`src/rtl/fpgen_pkg.sv`:
```
package fpgen_pkg;
   localparam int RATES = 4;
   localparam int SEL_W = 2;

   typedef struct packed {
      logic [SEL_W-1:0] sel;
      logic             ck_inv;
      logic             fp_high;
      logic             fp_edge;
      logic             ck_en;
      logic             fp_en;
   } chan_cfg_t;
endpackage

```
`src/rtl/fpgen_frame_cnt.sv`:
```
module fpgen_frame_cnt
   import fpgen_pkg::*;
#(
   parameter int FRAME_CYC = 4096,
   parameter int CNT_W     = $clog2(FRAME_CYC)
) (
   input  logic             clk,
   input  logic             rst_n,
   output logic [CNT_W-1:0] cnt_o,
   output logic [CNT_W-1:0] cnt_nxt_o,
   output logic             wrap_o
);
   localparam int MAX_PER = 1 << RATES;

   if ((FRAME_CYC % MAX_PER) != 0 || FRAME_CYC < 2 * MAX_PER) begin : g_bad_frame
      $error("frame length must be a multiple of the slowest clock period");
   end

   assign wrap_o    = (cnt_o == CNT_W'(FRAME_CYC - 1));
   assign cnt_nxt_o = wrap_o ? '0 : cnt_o + 1'b1;

   always_ff @(posedge clk or negedge rst_n) begin
      if (!rst_n) cnt_o <= '0;
      else        cnt_o <= cnt_nxt_o;
   end
endmodule

```
`src/rtl/fpgen_chan.sv`:
```
module fpgen_chan
   import fpgen_pkg::*;
#(
   parameter int FRAME_CYC = 4096,
   parameter int CNT_W     = 12,
   parameter bit HAS_FP    = 1'b1,
   parameter bit CKP_RST   = 1'b0,
   parameter int RATE_RST  = 0
) (
   input  logic             clk,
   input  logic             rst_n,
   input  logic             wrap_i,
   input  logic [CNT_W-1:0] cnt_i,
   input  logic [CNT_W-1:0] cnt_nxt_i,
   input  chan_cfg_t        cfg_i,
   output logic             ck_o,
   output logic             fp_o,
   output logic             ck_oe_o,
   output logic             fp_oe_o
);
   localparam chan_cfg_t CFG_RST = '{sel: SEL_W'(RATE_RST), ck_inv: CKP_RST,
                                    fp_high: 1'b0, fp_edge: 1'b0,
                                    ck_en: 1'b0, fp_en: 1'b0};

   chan_cfg_t cfg_q, cfg_nxt;

   function automatic logic ck_level(input logic [CNT_W-1:0] c, input chan_cfg_t f);
      logic [CNT_W-1:0] sh;
      sh = c >> (RATES - 1 - int'(f.sel));
      return sh[0] ^ f.ck_inv;
   endfunction

   function automatic logic fp_level(input logic [CNT_W-1:0] c, input chan_cfg_t f);
      int   half, ci;
      logic act;
      half = 1 << (RATES - 1 - int'(f.sel));
      ci   = int'(c);
      if (f.fp_edge) act = (ci < 2 * half);
      else           act = (ci >= FRAME_CYC - half) || (ci < half);
      return f.fp_high ? act : ~act;
   endfunction

   assign cfg_nxt = wrap_i ? cfg_i : cfg_q;

   always_ff @(posedge clk or negedge rst_n) begin
      if (!rst_n) begin
         cfg_q   <= CFG_RST;
         ck_o    <= CKP_RST;
         ck_oe_o <= 1'b0;
      end else begin
         cfg_q   <= cfg_nxt;
         ck_o    <= ck_level(cnt_nxt_i, cfg_nxt);
         ck_oe_o <= cfg_nxt.ck_en;
      end
   end

   if (HAS_FP) begin : g_fp
      always_ff @(posedge clk or negedge rst_n) begin
         if (!rst_n) begin
            fp_o    <= 1'b0;
            fp_oe_o <= 1'b0;
         end else begin
            fp_o    <= fp_level(cnt_nxt_i, cfg_nxt);
            fp_oe_o <= cfg_nxt.fp_en;
         end
      end

      // pulse covers the boundary cycle in both placements
      assert_fp_boundary_R5: assert property (@(posedge clk) disable iff (!rst_n)
         (cnt_i == '0) |-> (fp_o == cfg_q.fp_high));
   end else begin : g_no_fp
      logic unused_fp_cfg;
      assign unused_fp_cfg = ^{cfg_q.fp_high, cfg_q.fp_edge, cfg_q.fp_en};
      assign fp_o    = 1'b0;
      assign fp_oe_o = 1'b0;
   end

   assert_ck_boundary_R3: assert property (@(posedge clk) disable iff (!rst_n)
      (cnt_i == '0) |-> (ck_o == cfg_q.ck_inv));

   assert_cfg_hold_R6: assert property (@(posedge clk) disable iff (!rst_n)
      !wrap_i |=> $stable(cfg_q));

   assert_oe_hold_R8: assert property (@(posedge clk) disable iff (!rst_n)
      !wrap_i |=> ($stable(ck_oe_o) && $stable(fp_oe_o)));
endmodule

```
`src/rtl/fpgen_top.sv`:
```
module fpgen_top
   import fpgen_pkg::*;
#(
   parameter int               N_OUT     = 3,
   parameter int               FRAME_CYC = 4096,
   parameter logic [N_OUT-1:0] HAS_FP    = 3'b011,
   parameter logic [N_OUT-1:0] CKP_RST   = 3'b010,
   parameter int               RATE_RST  = 0
) (
   input  logic                   clk,
   input  logic                   rst_n,
   input  logic [N_OUT-1:0]       ck_inv_i,
   input  logic [N_OUT-1:0]       fp_high_i,
   input  logic [N_OUT-1:0]       fp_edge_i,
   input  logic [SEL_W*N_OUT-1:0] rate_sel_i,
   input  logic [N_OUT-1:0]       ck_en_i,
   input  logic [N_OUT-1:0]       fp_en_i,
   output logic [N_OUT-1:0]       ck_o,
   output logic [N_OUT-1:0]       fp_o,
   output logic [N_OUT-1:0]       ck_oe_o,
   output logic [N_OUT-1:0]       fp_oe_o
);
   localparam int CNT_W = $clog2(FRAME_CYC);

   if (N_OUT < 1 || RATE_RST < 0 || RATE_RST >= RATES) begin : g_bad_cfg
      $error("channel count or reset rate out of range");
   end

   logic [CNT_W-1:0] cnt, cnt_nxt;
   logic             wrap;

   fpgen_frame_cnt #(.FRAME_CYC(FRAME_CYC), .CNT_W(CNT_W)) u_cnt (
      .clk(clk), .rst_n(rst_n), .cnt_o(cnt), .cnt_nxt_o(cnt_nxt), .wrap_o(wrap)
   );

   for (genvar i = 0; i < N_OUT; i++) begin : g_ch
      chan_cfg_t cfg;
      assign cfg = '{sel: rate_sel_i[SEL_W*i +: SEL_W], ck_inv: ck_inv_i[i],
                     fp_high: fp_high_i[i], fp_edge: fp_edge_i[i],
                     ck_en: ck_en_i[i], fp_en: fp_en_i[i]};

      fpgen_chan #(
         .FRAME_CYC(FRAME_CYC), .CNT_W(CNT_W), .HAS_FP(HAS_FP[i]),
         .CKP_RST(CKP_RST[i]), .RATE_RST(RATE_RST)
      ) u_ch (
         .clk(clk), .rst_n(rst_n), .wrap_i(wrap), .cnt_i(cnt), .cnt_nxt_i(cnt_nxt),
         .cfg_i(cfg), .ck_o(ck_o[i]), .fp_o(fp_o[i]),
         .ck_oe_o(ck_oe_o[i]), .fp_oe_o(fp_oe_o[i])
      );
   end

   assert_frame_restart_R1: assert property (@(posedge clk) disable iff (!rst_n)
      wrap |=> (cnt == '0));
endmodule

```
`config.mk`:
```
export PLATFORM = sky130hd
export DESIGN_NAME = fpgen_top
export DESIGN_NICKNAME = d
export VERILOG_FILES = /design/src/rtl/fpgen_pkg.sv /design/src/rtl/fpgen_frame_cnt.sv /design/src/rtl/fpgen_chan.sv /design/src/rtl/fpgen_top.sv
export SDC_FILE = /design/constraint.sdc
export NUM_CORES = 1
export LEC_CHECK = 0
export CAP_MARGIN = 5
export CORE_UTILIZATION = 30
export DETAILED_ROUTE_END_ITERATION = 7
export PLACE_DENSITY_LB_ADDON = 0.08
export SYNTH_ARGS = -nofsm -noshare
export SYNTH_HDL_FRONTEND = slang
export SYNTH_HIERARCHICAL = 1
export SYNTH_SLANG_ARGS = --single-unit
```
`constraint.sdc`:
```
create_clock -name clk -period 3.4 [get_ports clk]
set_clock_uncertainty 0.15 [all_clocks]
set_input_delay 1.02 -clock clk [delete_from_list [all_inputs] [get_ports clk]]
set_output_delay 1.02 -clock clk [all_outputs]
set_load 0.05 [all_outputs]
```
==> impl_metrics.tcl, run 1 <==
set metrics [dict create \
    worst_slack_ns 0.188 \
    n_antenna_cell 0 \
    cts_made_buffers 5 \
    synth_seq_area_share_pct 36.4 \
    grt_pass1_vias 1975 \
    cp_max_fo 7 \
    antenna_found_initial 0 \
    std_cell_rows 32 \
    dieWidth_um 91.7 \
    cellPowerDensity_nw_per_um2 253 \
    io_pins 35 \
    vias_per_cell 4.60 \
    overflow 0 \
    place_congestion 0.705 \
    portBuffers 29 \
    async_flop_share_pct 100 \
    reg2reg_to "g_ch[1].u_ch/fp_o" \
    synth_edf_count 0 \
    placed_area_um2 3140 \
    track_usage_pct 13.9 \
    finalSetupViolCount 0 \
    finalPower_mw 0.842 \
    setup_tns_ns 0 \
    ctsRootBufferMaster "clkbuf_8" \
    routedWlPerCell_um 13.1 \
    synthCells 227 \
    peakVddDrop_v 0.000114 \
    initial_core_util_pct 31.1 \
    vias 1929 \
    required_ns 3.42 \
    drive_gt1_share_pct 26.2 \
    outcome "finished clean" \
    drc 0 \
    grt_pass1_wl_mm 9.15 \
    max_freq_mhz 311 \
    cp_cell_sequence "ha_2 > nand3_4 > nor4_4 > buf_6 > mux2i_4 > nor2_1 > ha_1 > nor2b_1 > o21ai_0 > nand4_1 > a311oi_1 > o22ai_1 > xor2_1" \
    reg2reg_depth 13 \
    clk_path_buf_depth 2 \
    slowest_stage "nor4_4" \
    fin_util_pct 42.9 \
    synth.avg_cell_area_um2 10.6 \
    netlist_area_um2 2420 \
    core-area_um2 7770 \
    rsz0062_at_grt "no" \
    p_leak_nw 1.58 \
    dieArea_um2 8420 \
    hp-class "register to register" \
    die_h_um 91.7 \
    synth_area_leaders "dfrtp_1 (34%), ha_1 (17%), mux2_2 (4.2%)" \
    crit_path_max_incr_delay_ns 0.40 \
    first_iter_violations 58 \
    post-route-period-util_pct 94.5 \
    synth_top_area_share_pct 34.2 \
    endpoint_kind "register" \
    dp_hpwl_mm 4.13 \
    clock_latency_ns 0.29 \
    first_pass_iters 5 \
    report.final.slew_viol_count 0 \
    reg2reg_from "u_cnt/cnt_o[0]" \
    cp-startpoint "u_cnt/cnt_o[0]" \
    layout_min_cycle_time_ns 3.21 \
    worstMarginPinSlew_ns 0.833 \
    cts_tree "built" \
    relSlewSlack_pct 44.5 \
    synth_warnings 6 \
    worstPathArrival_ns 3.23 \
    rrSetupSlack_ns 0.19 \
    ys_ff_latch 35 \
    worstSetupEndpoint "g_ch[1].u_ch/fp_o" \
    yosys_most_used_dff "dfrtp_1" \
    grt_max_degree 36 \
    pre_cts_ws_ns -0.144 \
    worstSetupPathType "register to register" \
    nets 372 \
    wirelength_mm 5.50 \
    ys_types 42 \
    clock-sinks 35 \
    htree_levels 2 \
    area_delta_synth_final_pct 38.0 \
    yosys.area.top_type "dfrtp_1" \
    worstSetupStartpointType "register" \
    fin_area_um2 3330 \
    cts.clk_slew.worst_paths_ns 0.08 \
    ant_nets 0 \
    hold_violations 0 \
    max_cap_viol_count 0 \
]
## worst max-delay path: cells and delay by family, from the launching register on
family                   cells  cell delay, ns
AO/OA/AOI/OAI                3            0.69
flip-flops                   1            0.36
multiplexers                 1            0.28
buffers and inverters        1            0.20
XOR/XNOR                     1            0.15
adder cells (fa/ha/maj)      2            0.50
AND/OR/NAND/NOR              5            0.75
## cell usage in the layout (no fill, tap or decap), drive strengths merged, types with 4 or more instances in the layout
| master | n |
|---|---|
| nor4 | 5 |
| o22ai | 4 |
| a21oi | 17 |
| buf | 46 |
| conb | 16 |
| ha | 33 |
| inv | 10 |
| nand2 | 20 |
| nand4 | 4 |
| o21ai | 8 |
| mux2i | 8 |
| nand3 | 7 |
| nor2 | 14 |
| dfrtp | 33 |
| nor3 | 5 |
| xor2 | 10 |
| nor2b | 4 |
| clkdlybuf4s50 | 28 |
| mux2 | 13 |
| clkbuf | 5 |
## cell usage after synthesis (3+ instances only)
| library cell | number |
|---|---|
| o21ai_0 | 8 |
| mux2_2 | 9 |
| nor3_1 | 5 |
| nand2_1 | 20 |
| nor2_1 | 14 |
| xor2_1 | 10 |
| mux2_4 | 3 |
| inv_1 | 10 |
| mux2i_1 | 6 |
| ha_1 | 33 |
| conb_1 | 3 |
| o31ai_1 | 3 |
| buf_6 | 3 |
| nand3_1 | 5 |
| nor2b_1 | 3 |
| a21oi_1 | 16 |
| o41ai_1 | 3 |
| dfrtp_1 | 33 |
| o22ai_1 | 4 |
| nor4_1 | 4 |
| nand4_1 | 3 |
## per-layer routing
layer | track usage, % | part of all wire (%) | wire length (µm)
met5 | 0 | 0 | 0
met4 | 4.30 | 2.2 | 120
met3 | 2.90 | 2.8 | 156
met2 | 23.6 | 46 | 2530
met1 | 17.6 | 49 | 2690
## state kept, by name, summed over array words and instances, names as in the netlist
name,count
g_ch.u_ch/fp_o,2
g_ch.u_ch/ck_oe_o,1
g_ch.u_ch/ck_o,3
u_cnt/cnt_o,12
g_ch.u_ch/fp_oe_o,2
g_ch.u_ch/cfg_q,15
## final cells by class
cell class	instances	area (µm²)
tap	102	128
sequential	35	878
timing repair buffer	74	639
clock buffer	5	68.8
clock inverter	3	43.8
multi-input combinational	190	1540
fill	809	4430
inverter	10	37.5
## through the flow
| step | std cells | hold WS [ns] |
|---|---|---|
| floorplan | 240 | 0.334 |
| global placement | 406 | 0.322 |
| detailed placement | 406 | 0.338 |
| CTS | 414 | 0.357 |
| global route | 419 | 0.382 |
| finish | 419 | 0.356 |
## report_power, final
group          switching, mW  internal [mW]
logic                 0.0215         0.0207
clock network          0.166          0.218
registers                  0          0.416
total                  0.187          0.655
## worst min path at each step
stage	slack, ns	startpoint	cells past startpoint	end
floorplan	0.33	g_ch[0].u_ch/cfg_q[3]	1	g_ch[0].u_ch/cfg_q[3]
global placement	0.32	g_ch[2].u_ch/ck_oe_o	1	g_ch[2].u_ch/ck_oe_o
detailed placement	0.34	g_ch[2].u_ch/ck_oe_o	1	g_ch[2].u_ch/ck_oe_o
CTS	0.36	g_ch[2].u_ch/ck_oe_o	1	g_ch[2].u_ch/ck_oe_o
global route	0.38	g_ch[0].u_ch/cfg_q[4]	1	g_ch[0].u_ch/cfg_q[4]
finish	0.36	g_ch[2].u_ch/ck_oe_o	1	g_ch[2].u_ch/ck_oe_o
## timing repair
item / CTS / global route
pin swaps: 0 / 2
resized for setup: 1 / 7
hold buffers: 0 / 0
setup endpoints to repair: 1 / 2
setup buffers: 0 / 5
## cell families after synthesis
family / share of synthesized area, %
simple gates: 15.0
compound gates: 13.4
flops: 36.4
fa+ha+maj: 17.1
mux: 10.2
buf+inv: 3.57
xor+xnor: 3.99
other cells: 0.466
(Power assumes the default switching activity.)
==> run 2, diff against run 1 <==
--- a/config.mk
+++ b/config.mk
@@ -6,9 +6,11 @@
 export NUM_CORES = 1
 export LEC_CHECK = 0
 export CAP_MARGIN = 5
+export CORE_ASPECT_RATIO = 0.7
 export CORE_UTILIZATION = 30
 export DETAILED_ROUTE_END_ITERATION = 7
 export PLACE_DENSITY_LB_ADDON = 0.08
+export SETUP_SLACK_MARGIN = 0.05
 export SYNTH_ARGS = -nofsm -noshare
 export SYNTH_HDL_FRONTEND = slang
 export SYNTH_HIERARCHICAL = 1
==> run 2 against run 1 <==
Effect of this change: total power increased by 7.3%; setup slack gained 0.099 ns; via count shrank 2.6%; hold slack worse by 0.021 ns; die area hardly changed; critical path depth stayed put; first-iteration DRC count rose by 29%; global-route usage is 1.2 points higher; final area shrank 2.1%; register-to-register slack improved by 0.099 ns; flip-flop and latch count stayed put; largest cell class unchanged.
==> impl_metrics.tcl, run 2 (synthesis results as in run 1) <==
set metrics [dict create \
    place_congestion 0.781 \
    grt_pass1_vias 1882 \
    portBuffers 29 \
    dp_hpwl_mm 4.14 \
    cts.clk_slew.worst_paths_ns 0.05 \
    initial_core_util_pct 32.0 \
    ant_nets 0 \
    post-route-period-util_pct 91.6 \
    m1WireLength_mm 3.02 \
    overflow 0 \
    wl_met3_um 298 \
    cp_cell_sequence "ha_2 > nand3_4 > nor4_4 > buf_4 > mux2i_4 > nor2_1 > ha_1 > nor2b_1 > o21ai_1 > nand4_1 > a311oi_2 > o22ai_1 > xor2_1" \
    final_cell_count_no_fill 404 \
    fillers 753 \
    p_leak_nw 1.53 \
    holdPathEnd "g_ch[2].u_ch/ck_oe_o" \
    cts_made_buffers 5 \
    crit_path_max_incr_delay_ns 0.35 \
    multi_input_area_um2 1540 \
    relSlewSlack_pct 45.5 \
    clk_path_buf_depth 2 \
    io_pins 35 \
    std_cell_rows 26 \
    area_delta_synth_final_pct 35.1 \
    reg2reg_to "g_ch[0].u_ch/fp_o" \
    report.final.slew_viol_count 0 \
    hold_buffers 0 \
    reg.largest.list "g_ch.u_ch/cfg_q x15, u_cnt/cnt_o x12, g_ch.u_ch/ck_o x3" \
    clock-sinks 35 \
    cts_tree "built" \
    required_ns 3.41 \
    seqCellArea_um2 878 \
    outcome "finished clean" \
    largest_reg_flops 15 \
    clock_latency_ns 0.28 \
    fin_util_pct 43.3 \
    n_antenna_cell 0 \
    die_h_um 77.1 \
    cts_setup_buffers 0 \
    wirelength_mm 5.56 \
    dieWidth_um 109 \
    reg2reg_from "u_cnt/cnt_o[0]" \
    worstMarginPinSlew_ns 0.818 \
    grt_pass1_wl_mm 9.44 \
    reg2reg_depth 13 \
    antenna_found_initial 0 \
    max_freq_mhz 321 \
    drive_gt1_share_pct 23.2 \
    cp_max_fo 5 \
    vias_per_cell 4.65 \
    track_usage_pct 15.1 \
    ctsRootBufferMaster "clkbuf_16" \
    nets 361 \
    layout_min_cycle_time_ns 3.11 \
    first_pass_iters 4 \
    dieArea_um2 8420 \
    finalSetupViolCount 0 \
    finalPower_mw 0.904 \
    cellPowerDensity_nw_per_um2 277 \
    slowest_stage "dfrtp_1" \
    hold_violations 0 \
    max_cap_viol_count 0 \
    layout_common_cells "dfrtp_1 (33), buf_4 (33), ha_1 (32)" \
    vias 1878 \
    topRoutingLayerUsed "met4" \
    whs_ns 0.335 \
    worstSetupStartpointType "register" \
    hp-class "register to register" \
    htree_levels 2 \
    grt_max_degree 36 \
    endpoint_kind "register" \
    routedWlPerCell_um 13.8 \
    hold_start "g_ch[2].u_ch/ck_oe_o" \
    first_iter_violations 75 \
    min_path_cells 1 \
    peakVddDrop_v 0.000152 \
    worstSetupPathType "register to register" \
    setup_tns_ns 0 \
    largest-register "g_ch.u_ch/cfg_q" \
    rsz0062_at_grt "no" \
    core-area_um2 7550 \
    dp_cells 396 \
    worstPathArrival_ns 3.12 \
    drc 0 \
    rrSetupSlack_ns 0.29 \
    dr_wl_met2_mm 2.16 \
]
==> run 2: cell types whose count changed in the layout (fill, tap and decap cells not counted), sizes merged <==
cell | previous run | this run
buf | 46 | 35
clkbuf | 5 | 7
bufinv | 1 | 0
clkinv | 2 | 1
==> run 2: report_power, final <==
part | leakage, nW | switching [mW] | internal (mW)
Clock | 0.0679 | 0.175 | 0.271
Combinational | 1.00 | 0.0212 | 0.0206
Sequential | 0.457 | 0 | 0.417
Total | 1.53 | 0.196 | 0.708
==> run 2: how the worst max path moves through the flow <==
| stage | slack [ns] | endpoint | start | depth (start not counted) |
|---|---|---|---|---|
| 6_report | 0.29 | g_ch[0].u_ch/fp_o | u_cnt/cnt_o[0] | 13 |
| 3_5_place_dp | -0.16 | g_ch[0].u_ch/fp_o | rate_sel_i[1] | 10 |
| 4_1_cts | 0.07 | g_ch[0].u_ch/fp_o | u_cnt/cnt_o[0] | 13 |
| 3_3_place_gp | -0.17 | g_ch[0].u_ch/fp_o | rate_sel_i[1] | 10 |
| 5_1_grt | 0.05 | g_ch[1].u_ch/fp_o | u_cnt/cnt_o[0] | 14 |
| 2_1_floorplan | 0.14 | g_ch[0].u_ch/fp_o | u_cnt/cnt_o[0] | 13 |
==> run 2: cell type report <==
cell class,count,share of cell area [%]
sequential,35,26.9
clock buffer,7,4.06
clock inverter,1,0.153
inverter,10,1.15
multi-input combinational,190,47.3
timing repair buffer,63,16.7
tap,98,3.76
==> run 2: per-stage QoR <==
| step | setup slack [ns] | cell area, µm² |
|---|---|---|
| after floorplan | 0.143 | 2460 |
| after global placement | -0.168 | 3080 |
| after detailed placement | -0.157 | 3080 |
| after CTS | 0.0656 | 3220 |
| after global routing | 0.0513 | 3260 |
| final | 0.287 | 3260 |
==> run 2: routing by layer <==
layer	vias to the layer above	track usage, %
met3	8	4.25
met4	0	5.33
li1	968	-
met2	39	20.5
met5	-	0
met1	863	22.2
==> run 2: timing repair <==
action / in CTS / in global routing
setup endpoints to repair: 1 / 2
pin swaps: 0 / 3
endpoints found under the hold margin: 0 / 0
gates resized for setup: 1 / 8
cloned: 0 / 0
==> run 2: worst max-delay path: cells and delay by family (launching register included) <==
family	cells	cell delay (ns)
buffers and inverters	1	0.20
and+or+nand+nor	5	0.81
xor gates and xnor gates	1	0.15
DFF	1	0.35
adders and majority gates	2	0.41
muxes	1	0.28
AOI/OAI and AO/OA	3	0.63
==> run 3, diff against run 2 <==
--- a/config.mk
+++ b/config.mk
@@ -9,6 +9,7 @@
 export CORE_ASPECT_RATIO = 0.7
 export CORE_UTILIZATION = 30
 export DETAILED_ROUTE_END_ITERATION = 7
+export MAX_ROUTING_LAYER = met4
 export PLACE_DENSITY_LB_ADDON = 0.08
 export SETUP_SLACK_MARGIN = 0.05
 export SYNTH_ARGS = -nofsm -noshare
==> run 3 against run 2 <==
Effect of this change: die area unchanged; hold slack about the same; maximum frequency is 0.15% lower; sequential power about the same; wire length is 0.11% lower.
==> impl_metrics.tcl, run 3 (synthesis results as in run 1) <==
set metrics [dict create \
    cp_top_family "simple AND/OR/NAND/NOR gates" \
    sw_frac_of_total_pct 21.6 \
    dp_hpwl_mm 4.14 \
    std_cell_rows 26 \
    reg2reg_from "u_cnt/cnt_o[0]" \
    htree_levels 2 \
    cp_max_fo 4 \
    rsz0062_at_grt "no" \
    slowest_stage "dfrtp_1" \
    routedWlPerCell_um 13.7 \
    first_pass_iters 4 \
    worstSetupStartpointType "register" \
    p_leak_nw 1.53 \
    hold_buffers 0 \
    max_cap_viol_count 0 \
    comb_power_share_pct 4.6 \
    multi_input_area_um2 1540 \
    placed_area_um2 3080 \
    cts_made_buffers 5 \
    reg2reg_depth 14 \
    min_path_cells 1 \
    internal_power_mw 0.708 \
    grt_max_degree 36 \
    report.final.slew_viol_count 0 \
    clock_latency_ns 0.28 \
    path_common_cell "buf_4" \
    clock_power_share_pct 49.2 \
    vias 1888 \
    die_h_um 77.1 \
    dieArea_um2 8420 \
    fin_util_pct 43.3 \
    cts_setup_buffers 0 \
    drive_gt1_share_pct 23.2 \
    worst_slack_ns 0.282 \
    n_antenna_cell 0 \
    fillers 753 \
    pre_cts_ws_ns -0.157 \
    worstPathArrival_ns 3.13 \
    final_cell_count_no_fill 404 \
    cellPowerDensity_nw_per_um2 277 \
    area_delta_synth_final_pct 35.1 \
    dp_cells 396 \
    place_congestion 0.792 \
    crit_path_max_incr_delay_ns 0.35 \
    clock-sinks 35 \
    reg2reg_to "g_ch[0].u_ch/fp_o" \
    grt_pass1_vias 1882 \
    largest-register "g_ch.u_ch/cfg_q" \
    clk_path_buf_depth 2 \
    rrSetupSlack_ns 0.28 \
    hp-class "register to register" \
    grt_pass1_wl_mm 9.44 \
    holdPathEnd "g_ch[2].u_ch/ck_oe_o" \
    drc 0 \
    layout_min_cycle_time_ns 3.12 \
    finalSetupViolCount 0 \
    seqCellArea_um2 878 \
    vias_per_cell 4.67 \
    finalPower_mw 0.903 \
    hold_violations 0 \
    ctsRootBufferMaster "clkbuf_16" \
    track_usage_pct 15.5 \
    cp_cell_sequence "ha_2 > nand3_4 > nor4_4 > buf_4 > mux2i_1 > buf_4 > nor2_1 > ha_1 > nor2b_1 > o21ai_1 > nand4_1 > a311oi_2 > o22ai_1 > xor2_1" \
    required_ns 3.41 \
    portBuffers 29 \
    worst-path-buf-inv 2 \
    first_iter_violations 72 \
    reg.largest.list "g_ch.u_ch/cfg_q x15, u_cnt/cnt_o x12, g_ch.u_ch/ck_o x3" \
    peakVddDrop_v 0.000151 \
    setup_tns_ns 0 \
    dieWidth_um 109 \
    seqPwrFrac_pct 46.2 \
    antenna_found_initial 0 \
    layout_common_cells "dfrtp_1 (33), buf_4 (33), ha_1 (32)" \
    worstSetupPathType "register to register" \
    cts.clk_slew.worst_paths_ns 0.05 \
    core-area_um2 7550 \
    whs_ns 0.335 \
    worstMarginPinSlew_ns 0.816 \
    p_sw_mw 0.195 \
    endpoint_kind "register" \
    hold_start "g_ch[2].u_ch/ck_oe_o" \
    largest_reg_flops 15 \
    outcome "finished clean" \
    relSlewSlack_pct 45.6 \
    overflow 0 \
    initial_core_util_pct 32.0 \
    post-route-period-util_pct 91.7 \
    io_pins 35 \
    max_freq_mhz 321 \
    cts_tree "built" \
    nets 361 \
    fin_area_um2 3260 \
    wirelength_mm 5.55 \
    ant_nets 0 \
]
==> run 3: cell counts in the layout (fill, tap and decap cells not counted) <==
Identical to the previous run, type by type.
==> run 3: how the worst max path moves through the flow <==
stage | start | to | slack [ns] | cells past startpoint
floorplan | u_cnt/cnt_o[0] | g_ch[0].u_ch/fp_o | 0.14 | 13
global placement | rate_sel_i[1] | g_ch[0].u_ch/fp_o | -0.17 | 10
detailed placement | rate_sel_i[1] | g_ch[0].u_ch/fp_o | -0.16 | 10
CTS | u_cnt/cnt_o[0] | g_ch[0].u_ch/fp_o | 0.07 | 13
global route | u_cnt/cnt_o[0] | g_ch[1].u_ch/fp_o | 0.05 | 14
finish | u_cnt/cnt_o[0] | g_ch[0].u_ch/fp_o | 0.28 | 14
==> run 3: worst register-to-register path: stages (launching register included) <==
cell      delay [ns]
dfrtp_1         0.35
ha_2            0.22
nand3_4         0.09
nor4_4          0.31
buf_4           0.20
mux2i_1         0.18
buf_4           0.15
nor2_1          0.05
ha_1            0.19
nor2b_1         0.13
o21ai_1         0.18
nand4_1         0.18
a311oi_2        0.32
o22ai_1         0.13
xor2_1          0.15
==> run 3: final cells by class <==
class,count,share of cell area (%)
clock inverters,1,0.153
well taps,98,3.76
clock buffers,7,4.06
multi-input cells,190,47.3
inverters,10,1.15
flip-flops and latches,35,26.9
repair buffers,63,16.7
==> run 3: power groups by stage <==
stage	combinational [mW]	clock [mW]	sequential, mW
after floorplan	0.0123	0	0.424
after global placement	0.0418	0	0.424
after detailed placement	0.0418	0	0.424
after CTS	0.0420	0.462	0.417
after global routing	0.0467	0.488	0.416
final	0.0418	0.445	0.417
==> run 3: routing by layer <==
metal	vias to the layer above	global-route usage (%)	share of wire [%]
met2	41	20.6	39
met1	873	22.2	55
li1	966	-	-
met3	8	4.17	4.8
met4	0	5.33	1.4
met5	-	-	0
==> run 3: timing repair <==
action / 4_1_cts / 5_1_grt
pin swaps: 0 / 3
endpoints found under the setup margin: 1 / 2
gates resized for setup: 1 / 8
